### src/rtl/adc_emu_pkg.sv
package adc_emu_pkg;

    typedef enum logic [1:0] {
        ST_IDLE    = 2'd0,
        ST_ARMED   = 2'd1,
        ST_CONVERT = 2'd2,
        ST_HOLD    = 2'd3
    } emu_state_e;

endpackage

### src/rtl/strobe_sync.sv
module strobe_sync #(
    parameter int W      = 3,
    parameter int STAGES = 2
) (
    input  logic         clk,
    input  logic         rst_n,
    input  logic [W-1:0] async_i,
    output logic [W-1:0] sync_o,
    output logic [W-1:0] prev_o
);
    localparam int CHAIN_W = W * STAGES;

    logic [CHAIN_W-1:0] chain_q;
    logic [W-1:0]       prev_q;

    generate
        if (STAGES == 1) begin : g_single
            always_ff @(posedge clk or negedge rst_n) begin
                if (!rst_n) chain_q <= '1;
                else        chain_q <= async_i;
            end
        end else begin : g_multi
            always_ff @(posedge clk or negedge rst_n) begin
                if (!rst_n) chain_q <= '1;
                else        chain_q <= {chain_q[CHAIN_W-W-1:0], async_i};
            end
        end
    endgenerate

    always_ff @(posedge clk or negedge rst_n) begin
        if (!rst_n) prev_q <= '1;
        else        prev_q <= chain_q[CHAIN_W-1 -: W];
    end

    assign sync_o = chain_q[CHAIN_W-1 -: W];
    assign prev_o = prev_q;
endmodule

### src/rtl/sat_counter.sv
module sat_counter #(
    parameter int LIMIT = 1
) (
    input  logic clk,
    input  logic rst_n,
    input  logic clr,
    input  logic inc,
    output logic hit
);
    localparam int CW = (LIMIT < 1) ? 1 : $clog2(LIMIT + 1);

    logic [CW-1:0] cnt_q;

    always_ff @(posedge clk or negedge rst_n) begin
        if (!rst_n)                             cnt_q <= '0;
        else if (clr)                           cnt_q <= '0;
        else if (inc && (cnt_q != CW'(LIMIT)))  cnt_q <= cnt_q + 1'b1;
    end

    assign hit = (cnt_q == CW'(LIMIT));
endmodule

### src/rtl/adc_bus_emu.sv
module adc_bus_emu
    import adc_emu_pkg::*;
#(
    parameter int DATA_W        = 8,
    parameter int CONV_CYCLES   = 95,
    parameter int ACCESS_CYCLES = 38,
    parameter int SYNC_STAGES   = 2
) (
    input  logic              clk,
    input  logic              rst_n,
    input  logic              mode_wr,
    input  logic              cs_n,
    input  logic              rd_n,
    input  logic              shared_in,
    input  logic [DATA_W-1:0] sample,
    output logic              shared_out,
    output logic              shared_oe,
    output logic              int_n,
    output logic [DATA_W-1:0] data_out,
    output logic              data_oe
);
    localparam int CONV_LAST = (CONV_CYCLES < 1) ? 0 : CONV_CYCLES - 1;
    localparam int N_STROBE  = 3;

    // strobe bundle: [0] chip-select, [1] read, [2] write
    logic [N_STROBE-1:0] strobe_raw, strobe_s, strobe_p;
    logic cs_s, rd_s, wr_s, cs_p, rd_p, wr_p;
    logic cs_rise, rd_rise, rd_fall, wr_rise, wr_fall;
    logic start_rd, start_wr, early_rd, start_go, latch_en;
    logic conv_hit, acc_hit, window;

    emu_state_e        state_q, state_d;
    logic [DATA_W-1:0] data_q;
    logic              valid_q;
    logic              int_n_q;

    assign strobe_raw = {shared_in, rd_n, cs_n};

    strobe_sync #(.W(N_STROBE), .STAGES(SYNC_STAGES)) u_sync (
        .clk     (clk),
        .rst_n   (rst_n),
        .async_i (strobe_raw),
        .sync_o  (strobe_s),
        .prev_o  (strobe_p)
    );

    assign cs_s = strobe_s[0];
    assign rd_s = strobe_s[1];
    assign wr_s = strobe_s[2];
    assign cs_p = strobe_p[0];
    assign rd_p = strobe_p[1];
    assign wr_p = strobe_p[2];

    assign cs_rise = ~cs_p &  cs_s;
    assign rd_rise = ~rd_p &  rd_s;
    assign rd_fall =  rd_p & ~rd_s;
    assign wr_rise = ~wr_p &  wr_s;
    assign wr_fall =  wr_p & ~wr_s;

    assign start_rd = ~mode_wr & ~cs_s & ~rd_s & (cs_p | rd_p);
    assign start_wr =  mode_wr & wr_fall & ~cs_s;
    assign early_rd =  mode_wr & rd_fall & ~cs_s;

    assign start_go = ((state_q == ST_IDLE) || (state_q == ST_HOLD)) && (start_rd || start_wr);
    assign latch_en = (state_q == ST_CONVERT) && (early_rd || conv_hit);

    sat_counter #(.LIMIT(CONV_LAST)) u_conv_timer (
        .clk   (clk),
        .rst_n (rst_n),
        .clr   (state_q != ST_CONVERT),
        .inc   (1'b1),
        .hit   (conv_hit)
    );

    assign window = ~cs_s & ~rd_s & valid_q;

    sat_counter #(.LIMIT(ACCESS_CYCLES)) u_access_timer (
        .clk   (clk),
        .rst_n (rst_n),
        .clr   (~window),
        .inc   (window),
        .hit   (acc_hit)
    );

    always_comb begin
        state_d = state_q;
        unique case (state_q)
            ST_IDLE, ST_HOLD: if (start_go) state_d = mode_wr ? ST_ARMED : ST_CONVERT;
            ST_ARMED:         if (wr_rise)  state_d = ST_CONVERT;
            ST_CONVERT:       if (latch_en) state_d = ST_HOLD;
            default:          state_d = ST_IDLE;
        endcase
    end

    always_ff @(posedge clk or negedge rst_n) begin
        if (!rst_n) state_q <= ST_IDLE;
        else        state_q <= state_d;
    end

    always_ff @(posedge clk or negedge rst_n) begin
        if (!rst_n) begin
            data_q  <= '0;
            valid_q <= 1'b0;
            int_n_q <= 1'b1;
        end else if (latch_en) begin
            data_q  <= sample;
            valid_q <= 1'b1;
            int_n_q <= 1'b0;
        end else if (start_go) begin
            valid_q <= 1'b0;
            int_n_q <= 1'b1;
        end else if (cs_rise || rd_rise) begin
            int_n_q <= 1'b1;
        end
    end

    always_comb begin
        shared_out = 1'b0;
        shared_oe  = ~mode_wr & (state_q == ST_CONVERT);
        int_n      = int_n_q;
        data_oe    = window & acc_hit;
        data_out   = data_oe ? data_q : '0;
    end
endmodule

### config.mk
export PLATFORM = sky130hd
export DESIGN_NAME = adc_bus_emu
export DESIGN_NICKNAME = d
export VERILOG_FILES = /design/src/rtl/adc_emu_pkg.sv /design/src/rtl/strobe_sync.sv /design/src/rtl/sat_counter.sv /design/src/rtl/adc_bus_emu.sv
export SDC_FILE = /design/constraint.sdc
export NUM_CORES = 1
export LEC_CHECK = 0
export ABC_AREA = 0
export BUFFER_PORTS_ARGS = -buffer_cell sky130_fd_sc_hd__buf_2
export CAP_MARGIN = 5
export CORE_AREA = 2 2 48 72
export CTS_CLUSTER_SIZE = 24
export DETAILED_ROUTE_END_ITERATION = 10
export DIE_AREA = 0 0 50 74
export PLACE_DENSITY = 0.74
export SLEW_MARGIN = 0
export SYNTH_ARGS = -nofsm -noshare
export SYNTH_HDL_FRONTEND = slang
export SYNTH_SLANG_ARGS = --single-unit
### constraint.sdc
create_clock -name clk -period 1.9 [get_ports clk]
set_input_delay 0.285 -clock clk [delete_from_list [all_inputs] [get_ports clk]]
set_output_delay 0.285 -clock clk [all_outputs]
set_load 0.02 [all_outputs]
# --- Word level (Yosys, flattened, before mapping) ---
# Cells that the tools add are included.
classes:
  add_sub_neg: 2
  n_mul: 0
  div: 0
  magnitude_cmp: 0
  n_eq_ne: 12
  shift: 0
  mux: 15
  bitwise_logic: 24
  reduce_logical: 13
op_table:
  columns: ["cell", "n"]
  rows:
  - ["$and A1 B1 Y1", 16]
  - ["$mux W7", 2]
  - ["$mux W6", 2]
  - ["$ne A2 B2 Y1 const B", 5]
  - ["$mux W2", 4]
  - ["$mux W8", 1]
  - ["$add A7 B1 Y7 const B", 1]
  - ["$eq A7 B7 Y1 const B", 1]
  - ["$ne A7 B7 Y1 const B", 1]
  - ["$not A1 Y1", 7]
  - ["$add A6 B1 Y6 const B", 1]
  - ["$eq A6 B6 Y1 const B", 1]
  - ["$ne A6 B6 Y1 const B", 1]
  - ["$pmux W2 S3", 1]
  - ["$mux W1", 5]
  - ["$eq A2 B2 Y1 const B", 2]
  - ["$logic_or A1 B1 Y1", 4]
  - ["$reduce_bool A2 Y1", 2]
  - ["$logic_and A1 B1 Y1", 3]
  - ["$reduce_and A3 Y1", 1]
  - ["$reduce_bool A3 Y1", 1]
  - ["$eq A2 B1 Y1 const B", 1]
  - ["$logic_not A2 Y1", 1]
  - ["$reduce_or A2 Y1", 1]
  - ["$or A1 B1 Y1", 1]
word_totals:
  register_bits: 34
  latch_bits: 0
  mem_bits_rw: 0
  rom_bits: 0
  inputBits: 14
  word_cells: 74
  mem_count: 0

# --- Depth between registers and ports, before layout ---
# Gate-level depths: netlist of run 1.
depth:
  word_depth: 8
  mapped_depth: 7

# --- By module ---
# Synthesis of run 1 repeated with hierarchy kept, for this count alone.
unflattened:
  cells_unflattened: 160
  area_unflattened_um2: 1726.7
by_module_without_submodules:
  columns: ["mod", "n_inst", "cells_each", "area_per_inst_um2"]
  rows:
  - ["adc_bus_emu", 1, 61, 659.4]
  - ["sat_counter at u_conv_timer", 1, 45, 429.2]
  - ["sat_counter at u_access_timer", 1, 42, 379.1]
  - ["strobe_sync", 1, 12, 259.0]

# --- Worst setup path before layout of run 1 ---
# OpenSTA, ideal clock, no wires.
synth_timing:
  path_type: "flip-flop to output port"
  startpoint: "register u_access_timer.cnt_q[0]"
  endpoint: "output data_out[0]"
  t_arrival_ns: 1.514
  setup_slack_ns: 0.101
  path_stages_with_launch: 7
  path_cell_list: "dfrtp_1 -> inv_1 -> ha_1 -> nand2_1 -> or3_4 -> nor2_4 -> and2_1"
synth_between:
  elab_chain_len: 3
synth_rtl:
  columns: ["item", "line_no", "source"]
  rows:
  - ["start, declared", "sat_counter.sv:12", "logic [CW-1:0] cnt_q;"]
  - ["start signal, assigned", "sat_counter.sv:17", "else if (inc && (cnt_q != CW'(LIMIT))) cnt_q <= cnt_q + 1'b1;"]
  - ["$eq A6 B6 Y1", "sat_counter.sv:20", "assign hit = (cnt_q == CW'(LIMIT));"]
  - ["$and A1 B1 Y1", "adc_bus_emu.sv:121", "data_oe = window & acc_hit;"]
  - ["via data_oe", "adc_bus_emu.sv:20", "output logic data_oe"]
  - ["$mux W8", "adc_bus_emu.sv:122", "data_out = data_oe ? data_q : '0;"]
  - ["end, declared", "adc_bus_emu.sv:19", "output logic [DATA_W-1:0] data_out,"]
# The timed path passes the listed nets, and every way through them passes these cells.

# --- Worst setup path in the final report of run 1 ---
layout_timing:
  startpoint: "register u_access_timer.cnt_q[1]"
  endpoint: "output data_out[1]"
layout_between:
  elab_chain_len: 3
layout_rtl:
  columns: ["item", "line_no"]
  rows:
  - ["$eq A6 B6 Y1", "sat_counter.sv:20"]
  - ["$and A1 B1 Y1", "adc_bus_emu.sv:121"]
  - ["$mux W8", "adc_bus_emu.sv:122"]
# No other way between the ends.

==> impl_summary.txt, run 1 <==
----------------------------------------------------
[Timing]
  Least setup slack across all paths after layout ... -0.160 ns
  Max-slew headroom at the worst pin ... 51.5%
  Final cycle utilization of the critical path ... 108%
  Layout Skew ... 0.00686 ns
  Final Critical Period ... 2.06 ns
  Actual slew at the worst max-slew pin ... 0.727 ns
  Final hold violation count ... 0
  Final Slew Violations ... 0
  Worst Hold Slack ... 0.0551 ns
  Total Neg Setup Slack ... -1.29 ns
  Setup violators final ... 9
  Peak Freq ... 485 MHz
  Unrepaired setup endpoints after global routing ... yes

[Pwr]
  Total chip power ... 1980 uW
  Worst ir drop on vdd ... 0.723 mV
  Leakage power ... 0.000956 uW
  Power density over the cells ... 985 nW/um^2

[Status]
  Violations in the final reports ... negative setup slack
  Result of the run ... complete, but fails checks

[Run]
  Max-capacitance violation count ... 0

[Clocking]
  Clock tree from TritonCTS ... built
  Register clock-pin slew on the reported worst setup and hold paths ... 0.07 ns
  CTS root buffer ... clkbuf_8
  Longest Clk Path Bufs ... 2
  Clock insertion delay at the later pin of the skew report ... 0.28 ns
  CTS H-tree lvls ... 2
  Inserted Clock Buffers ... 5
  Number of clock sinks ... 34

[Critical path]
  Path type of the worst setup path ... reg2out
  Standard cell with the maximum stage delay on the critical path ... dfrtp_1
  Crit path capture ... data_out[1]
  Worst R2R Start ... u_conv_timer.cnt_q[0]$_DFFE_PN0P_
  Sort of element at the end of the critical path ... output port
  Startpoint Class ... register
  Logic depth of the worst register-to-register path ... 6
  Launch point of the worst path ... u_access_timer.cnt_q[1]$_DFFE_PN0P_
  Worst Path Arrival ... 1.78 ns
  R2R setup slack ... 0.35 ns
  Crit path largest cell delay ... 0.46 ns
  Endpoint of the most critical register-to-register path ... data_q[1]$_DFFE_PN0P_
  Biggest fanout along the worst timing path ... 4
  Worst path cell trace ... ha_4, nand2_2, or3_4, nor2_4, and2_4, buf_6
  Required time worst endpoint ... 1.62 ns

[Logic synthesis]
  Yosys reg bits ... 34
  Post-Synthesis Cell Area ... 1610 sq um
  Async set-or-reset flop fraction in the synthesized netlist ... 100%
  Most used DFF post-synth ... dfrtp_1
  Sequential cell area fraction in the yosys report ... 53.6%
  Number of distinct standard cells referenced by the synthesized netlist ... 42
  Synthesized net count ... 157
  Number of warnings issued by yosys ... 0
  Cell count after synthesis ... 137
  Avg Synthesized Cell Area ... 11.8 sq um
  Number of synthesized flops with an enable pin ... 0

[Cells and area]
  Total area of multi-input combinational cells ... 753 sq um
  Finished Core Util ... 64.8%
  Synth-to-layout area growth ... 24.7%
  Register cell area after layout ... 863 sq um
  Diodes inserted ... 0
  Fraction of layout cells with a size suffix above 1 ... 45.7%
  Count of fill cells added during filler insertion ... 242
  Net count, final ... 192

[Placed design]
  HPWL after detailed placement ... 1990 um
  Weighted congestion at the end of routability-driven global placement ... 0.759
  Post-Place Worst Slack ... 0.0223 ns
  Number of input and output port buffers inserted ... 24

[Die]
  Full die area ... 3700 sq um
  Horiz. Die Dim ... 50 um
  Core outline area ... 3100 sq um
  Initial cell density of the core ... 52.0%
  Overall die height ... 74 um
  Number of standard-cell rows in the floorplan ... 25
  I/O pin count ... 26

[Drt]
  First-pass detailed-route iteration total ... 4
  Count of antenna-violating nets left after detailed routing ... 0
  Number of DRC violations after detailed-routing iteration 0 ... 14
  Per-cell routed wire length ... 14.4 um
  Detailed-route wire length ... 3070 um
  Detailed-route DRC error count ... 0
  DR vias ... 1134
  Via density ... 5.32

[GRT]
  Pin count of the biggest net entering global routing ... 35
  Global-route wire length before repair ... 5270 um
  Vias in the first global route ... 1235
  Initial antenna violation count ... 0
  Global Route Usage Sum ... 19.5%
  Grt ovf ... 0

[Min path]
  Path type of the worst min-delay path ... in2async

----------------------------------------------------
where the power goes:
part | total (uW) | internal (uW) | switching, uW
Sequential | 975 | 879 | 96.7
Combinational | 468 | 233 | 235
Clock | 535 | 295 | 240
Total | 1980 | 1410 | 572
kinds of logic after synthesis:
| kind of cell | Yosys count | share of synthesized area (%) |
|---|---|---|
| flip-flops | 34 | 53.6 |
| XOR/XNOR | 8 | 4.35 |
| AND/OR/NAND/NOR | 49 | 19.0 |
| adder cells (fa/ha/maj) | 6 | 4.66 |
| other | 1 | 0.233 |
| AO/OA/AOI/OAI | 21 | 9.87 |
| buffers and inverters | 10 | 2.64 |
| multiplexers | 8 | 5.59 |
worst max-delay path, delay by kind of cell (launching register included):
kind,cells,cell delay [ns]
simple gates,4,0.74
flops,1,0.46
fa+ha+maj,1,0.17
buf+inv,1,0.11
repair_timing:
item,4_1_cts,5_1_grt
setup buffers,4,2
cloned,1,0
pin swaps,10,3
resized for setup,29,4
hold buffers,0,0
setup endpoints to repair,9,10
state kept, by name, summed over array words and instances, names as in the netlist:
register and count:
data_q 8, int_n 1, state_q 2, u_access_timer.cnt_q 6, u_conv_timer.cnt_q 7, u_sync.chain_q 6
u_sync.prev_o 3, valid_q 1
worst min-delay path by stage:
stage                                       end  cells past startpoint  slack (ns)                         from
floorplan                 data_q[0]$_DFFE_PN0P_                      0       -0.01                        rst_n
CTS                       data_q[3]$_DFFE_PN0P_                      1        0.08                        rst_n
finish                    data_q[5]$_DFFE_PN0P_                      1        0.06                        rst_n
detailed placement  u_sync.chain_q[5]$_DFF_PN1_                      0        0.35  u_sync.chain_q[2]$_DFF_PN1_
global route        u_sync.chain_q[0]$_DFF_PN1_                      1        0.08                         cs_n
global placement    u_sync.chain_q[5]$_DFF_PN1_                      0        0.35  u_sync.chain_q[2]$_DFF_PN1_
Yosys cell counts, drive strengths merged (3+ instances only):
cell | number | share of area [%]
dfrtp | 24 | 37
nand2 | 9 | 2.6
nand3 | 5 | 1.9
ha | 6 | 4.7
mux2 | 8 | 5.6
o211ai | 3 | 1.7
inv | 7 | 1.6
and2 | 11 | 4.3
o21ai | 5 | 1.8
dfstp | 10 | 16
a31oi | 3 | 1.2
xnor2 | 6 | 3.3
nor2 | 10 | 2.8
placed cells by master (no fill, tap or decap), drive strengths merged, types with 2 or more instances in the layout:
cell,netlist,final
clkbuf,1,8
or3,2,2
and2,11,11
o21ai,5,5
mux2,8,8
o211ai,3,3
a31oi,3,3
inv,7,7
xnor2,6,6
dfstp,10,10
nor2b,2,2
nor2,10,11
xor2,2,2
buf,2,30
dfrtp,24,24
nand3,5,5
and3,2,2
nor3,2,2
nand2,9,9
nand4bb,2,2
ha,6,6
final cells by class:
cell class | count | share of cell area, %
tap | 40 | 2.49
timing repair buffer | 30 | 11.2
clock buffer | 8 | 4.49
sequential | 34 | 43.0
multi-input combinational | 94 | 37.5
inverter | 7 | 1.31
routing by layer:
| metal | up-vias | track usage [%] | share of wire [%] |
|---|---|---|---|
| met2 | 16 | 33.9 | 57 |
| met4 | 0 | 10.5 | 1.9 |
| li1 | 543 | - | - |
| met5 | - | 0 | 0 |
| met1 | 569 | 20.7 | 38 |
| met3 | 6 | 6.43 | 3.2 |
per-stage QoR:
stage	std cells	cell area [sq um]
finish	213	2010
global route	213	2010
CTS	211	1980
detailed placement	198	1760
global placement	198	1760
floorplan	137	1610
Power figures use the tool's default switching activity.
==> inputs of run 2 (changes only) <==
--- a/config.mk
+++ b/config.mk
@@ -8,11 +8,11 @@
 export ABC_AREA = 0
 export BUFFER_PORTS_ARGS = -buffer_cell sky130_fd_sc_hd__buf_2
 export CAP_MARGIN = 5
-export CORE_AREA = 2 2 48 72
+export CORE_AREA = 2 2 47 71
 export CTS_CLUSTER_SIZE = 24
 export DETAILED_ROUTE_END_ITERATION = 10
-export DIE_AREA = 0 0 50 74
-export PLACE_DENSITY = 0.74
+export DIE_AREA = 0 0 49 73
+export PLACE_DENSITY = 0.88
 export SLEW_MARGIN = 0
 export SYNTH_ARGS = -nofsm -noshare
 export SYNTH_HDL_FRONTEND = slang
==> constraint.sdc (replaced) <==
create_clock -name clk -period 2.49 [get_ports clk]
set_input_delay 0.3735 -clock clk [delete_from_list [all_inputs] [get_ports clk]]
set_output_delay 0.3735 -clock clk [all_outputs]
set_load 0.02 [all_outputs]
==> run 2 against run 1 <==
  * The run now ends clean
  * Combinational power shrank 27%
  * Cell area shrank 7.7%
  * Non-clock buffer count shrank 6
  * Critical path depth grew 1
  * Power shrank 25%
  * Sequential share of layout area grew 3.6 points
  * Core utilization shrank 3.7 points
  * First-iteration DRC count grew 86%
  * Flip-flop and latch count is the same
  * Die area shrank 3.3%
  * Register-to-register slack gained 0.57 ns
  * Largest cell class unchanged
  * Highest routed layer unchanged
==> impl_summary.txt, run 2 (synthesis results as in run 1) <==
----------------------------------------------------
[Status]
  Result of the run ... complete, no violations

[Drt]
  Detailed-route wire length ... 2930 um
  Number of DRC violations after detailed-routing iteration 0 ... 26
  Via density ... 5.35
  Per-cell routed wire length ... 14.2 um
  Count of antenna-violating nets left after detailed routing ... 0
  Detailed-route DRC error count ... 0
  DR vias ... 1103
  First-pass detailed-route iteration total ... 4

[Pwr]
  Worst ir drop on vdd ... 0.596 mV
  Total chip power ... 1490 uW
  Power density over the cells ... 805 nW/um^2
  Leakage power ... 0.000910 uW

[Timing]
  Final hold violation count ... 0
  Final cycle utilization of the critical path ... 90.1%
  Total Neg Setup Slack ... 0 ns
  Actual slew at the worst max-slew pin ... 0.718 ns
  Final Critical Period ... 2.24 ns
  Unrepaired setup endpoints after global routing ... no
  Final Slew Violations ... 0
  Layout Skew ... 0.0106 ns
  Peak Freq ... 446 MHz
  Max-slew headroom at the worst pin ... 52.1%
  Setup violators final ... 0

[Clocking]
  CTS root buffer ... clkbuf_8
  Inserted Clock Buffers ... 5
  Clock insertion delay at the later pin of the skew report ... 0.29 ns
  Cts repair resizes ... 0
  Register clock-pin slew on the reported worst setup and hold paths ... 0.06 ns
  Longest Clk Path Bufs ... 2
  CTS H-tree lvls ... 2
  Clock tree from TritonCTS ... built
  Number of clock sinks ... 34
  Cts-stage hold buffer count ... 0
  Post-CTS setup-driven buffer insertion count ... 0

[Critical path]
  Worst Path Arrival ... 1.87 ns
  Crit path capture ... data_out[4]
  Launch point of the worst path ... u_access_timer.cnt_q[0]$_DFFE_PN0P_
  R2R setup slack ... 0.92 ns
  Path type of the worst setup path ... reg2out
  Endpoint of the most critical register-to-register path ... data_q[3]$_DFFE_PN0P_
  Sort of element at the end of the critical path ... output port
  Standard cell with the maximum stage delay on the critical path ... or3_4
  Required time worst endpoint ... 2.12 ns
  Startpoint Class ... register
  Worst R2R Start ... u_conv_timer.cnt_q[0]$_DFFE_PN0P_
  Worst path cell trace ... inv_1, ha_1, nand2_1, or3_4, nor2_4, and2_1, buf_2
  Crit path largest cell delay ... 0.41 ns
  Top Family by Delay on Critical Path ... simple AND/OR/NAND/NOR gates
  Buffers plus inverters on the worst setup path ... 2
  Logic depth of the worst register-to-register path ... 6
  Depth of the critical timing path with buffers and inverters included ... 7
  Biggest fanout along the worst timing path ... 9

[Die]
  Overall die height ... 73 um
  Initial cell density of the core ... 53.1%
  I/O pin count ... 26
  Number of standard-cell rows in the floorplan ... 25
  Core outline area ... 3030 sq um
  Horiz. Die Dim ... 49 um
  Full die area ... 3580 sq um

[Cells and area]
  Summed area of non-filler cells in the final layout ... 1850 sq um
  Register with the most flip-flops ... data_q
  Fraction of layout cells with a size suffix above 1 ... 36.1%
  Number of flip-flops under the largest register name ... 8
  Count of fill cells added during filler insertion ... 268
  Commonest cells after routing, fill and taps aside ... 24 x dfrtp_1, 24 x buf_2, 11 x and2_1
  Net count, final ... 185
  Synth-to-layout area growth ... 15.2%
  Diodes inserted ... 0
  Top Registers ... data_q: 8 flops, u_conv_timer.cnt_q: 7 flops
  Finished Core Util ... 61.1%

[GRT]
  Pin count of the biggest net entering global routing ... 35
  Grt ovf ... 0
  Vias in the first global route ... 1131
  Global-route wire length before repair ... 5040 um
  Global Route Usage Sum ... 19.4%
  Initial antenna violation count ... 0

[Placed design]
  Weighted congestion at the end of routability-driven global placement ... 0.768
  Number of input and output port buffers inserted ... 24
  HPWL after detailed placement ... 2190 um
  Placement Cell Area ... 1760 sq um

[Min path]
  Path type of the worst min-delay path ... in2async

[Run]
  Max-capacitance violation count ... 0

----------------------------------------------------
-- run 2: cell types whose count changed in the layout (fill, tap and decap cells not counted), moves of 2 or more --
cell	delta
and2_4	-8
buf_6	-10
and2_1	+8
ha_1	+2
buf_4	-5
buf_2	+9
-- run 2: worst min path at each step --
stage          cells after the start                                 to
6_report                           1              data_q[2]$_DFFE_PN0P_
5_1_grt                            1        u_sync.chain_q[2]$_DFF_PN1_
4_1_cts                            1  u_conv_timer.cnt_q[6]$_DFFE_PN0P_
3_5_place_dp                       0        u_sync.chain_q[3]$_DFF_PN1_
3_3_place_gp                       0        u_sync.chain_q[5]$_DFF_PN1_
2_1_floorplan                      0              data_q[0]$_DFFE_PN0P_
-- run 2: power by group --
part	total (uW)	internal, uW	leakage (uW)	switching (uW)
registers	743	670	0.000417	73.2
logic	341	163	0.000448	178
clock network	408	225	0.0000455	183
total	1490	1060	0.000910	434
-- run 2: metrics by stage --
step / hold slack (ns) / setup WS, ns / std cells
6_report: 0.140 / 0.247 / 206
5_1_grt: 0.174 / 0.123 / 206
4_1_cts: 0.159 / 0.222 / 206
3_5_place_dp: 0.347 / 0.537 / 198
3_3_place_gp: 0.346 / 0.615 / 198
2_1_floorplan: 0.0779 / 0.603 / 137
-- run 2: area by class of cell --
type	count	area (sq um)	share of cell area, %
Timing Repair Buffer	24	120	6.48
Multi-Input combinational cell	93	704	38.0
Sequential cell	34	863	46.6
Inverter	7	26.3	1.42
Clock buffer	8	90.1	4.86
Tap cell	40	50.0	2.70
-- run 2: metal layers --
metal	global-route usage [%]	up-vias	routed length [um]
li1	-	530	-
met1	20.2	544	1090
met2	33.5	23	1660
met3	6.56	6	109
met4	12.1	0	74
met5	0	-	0
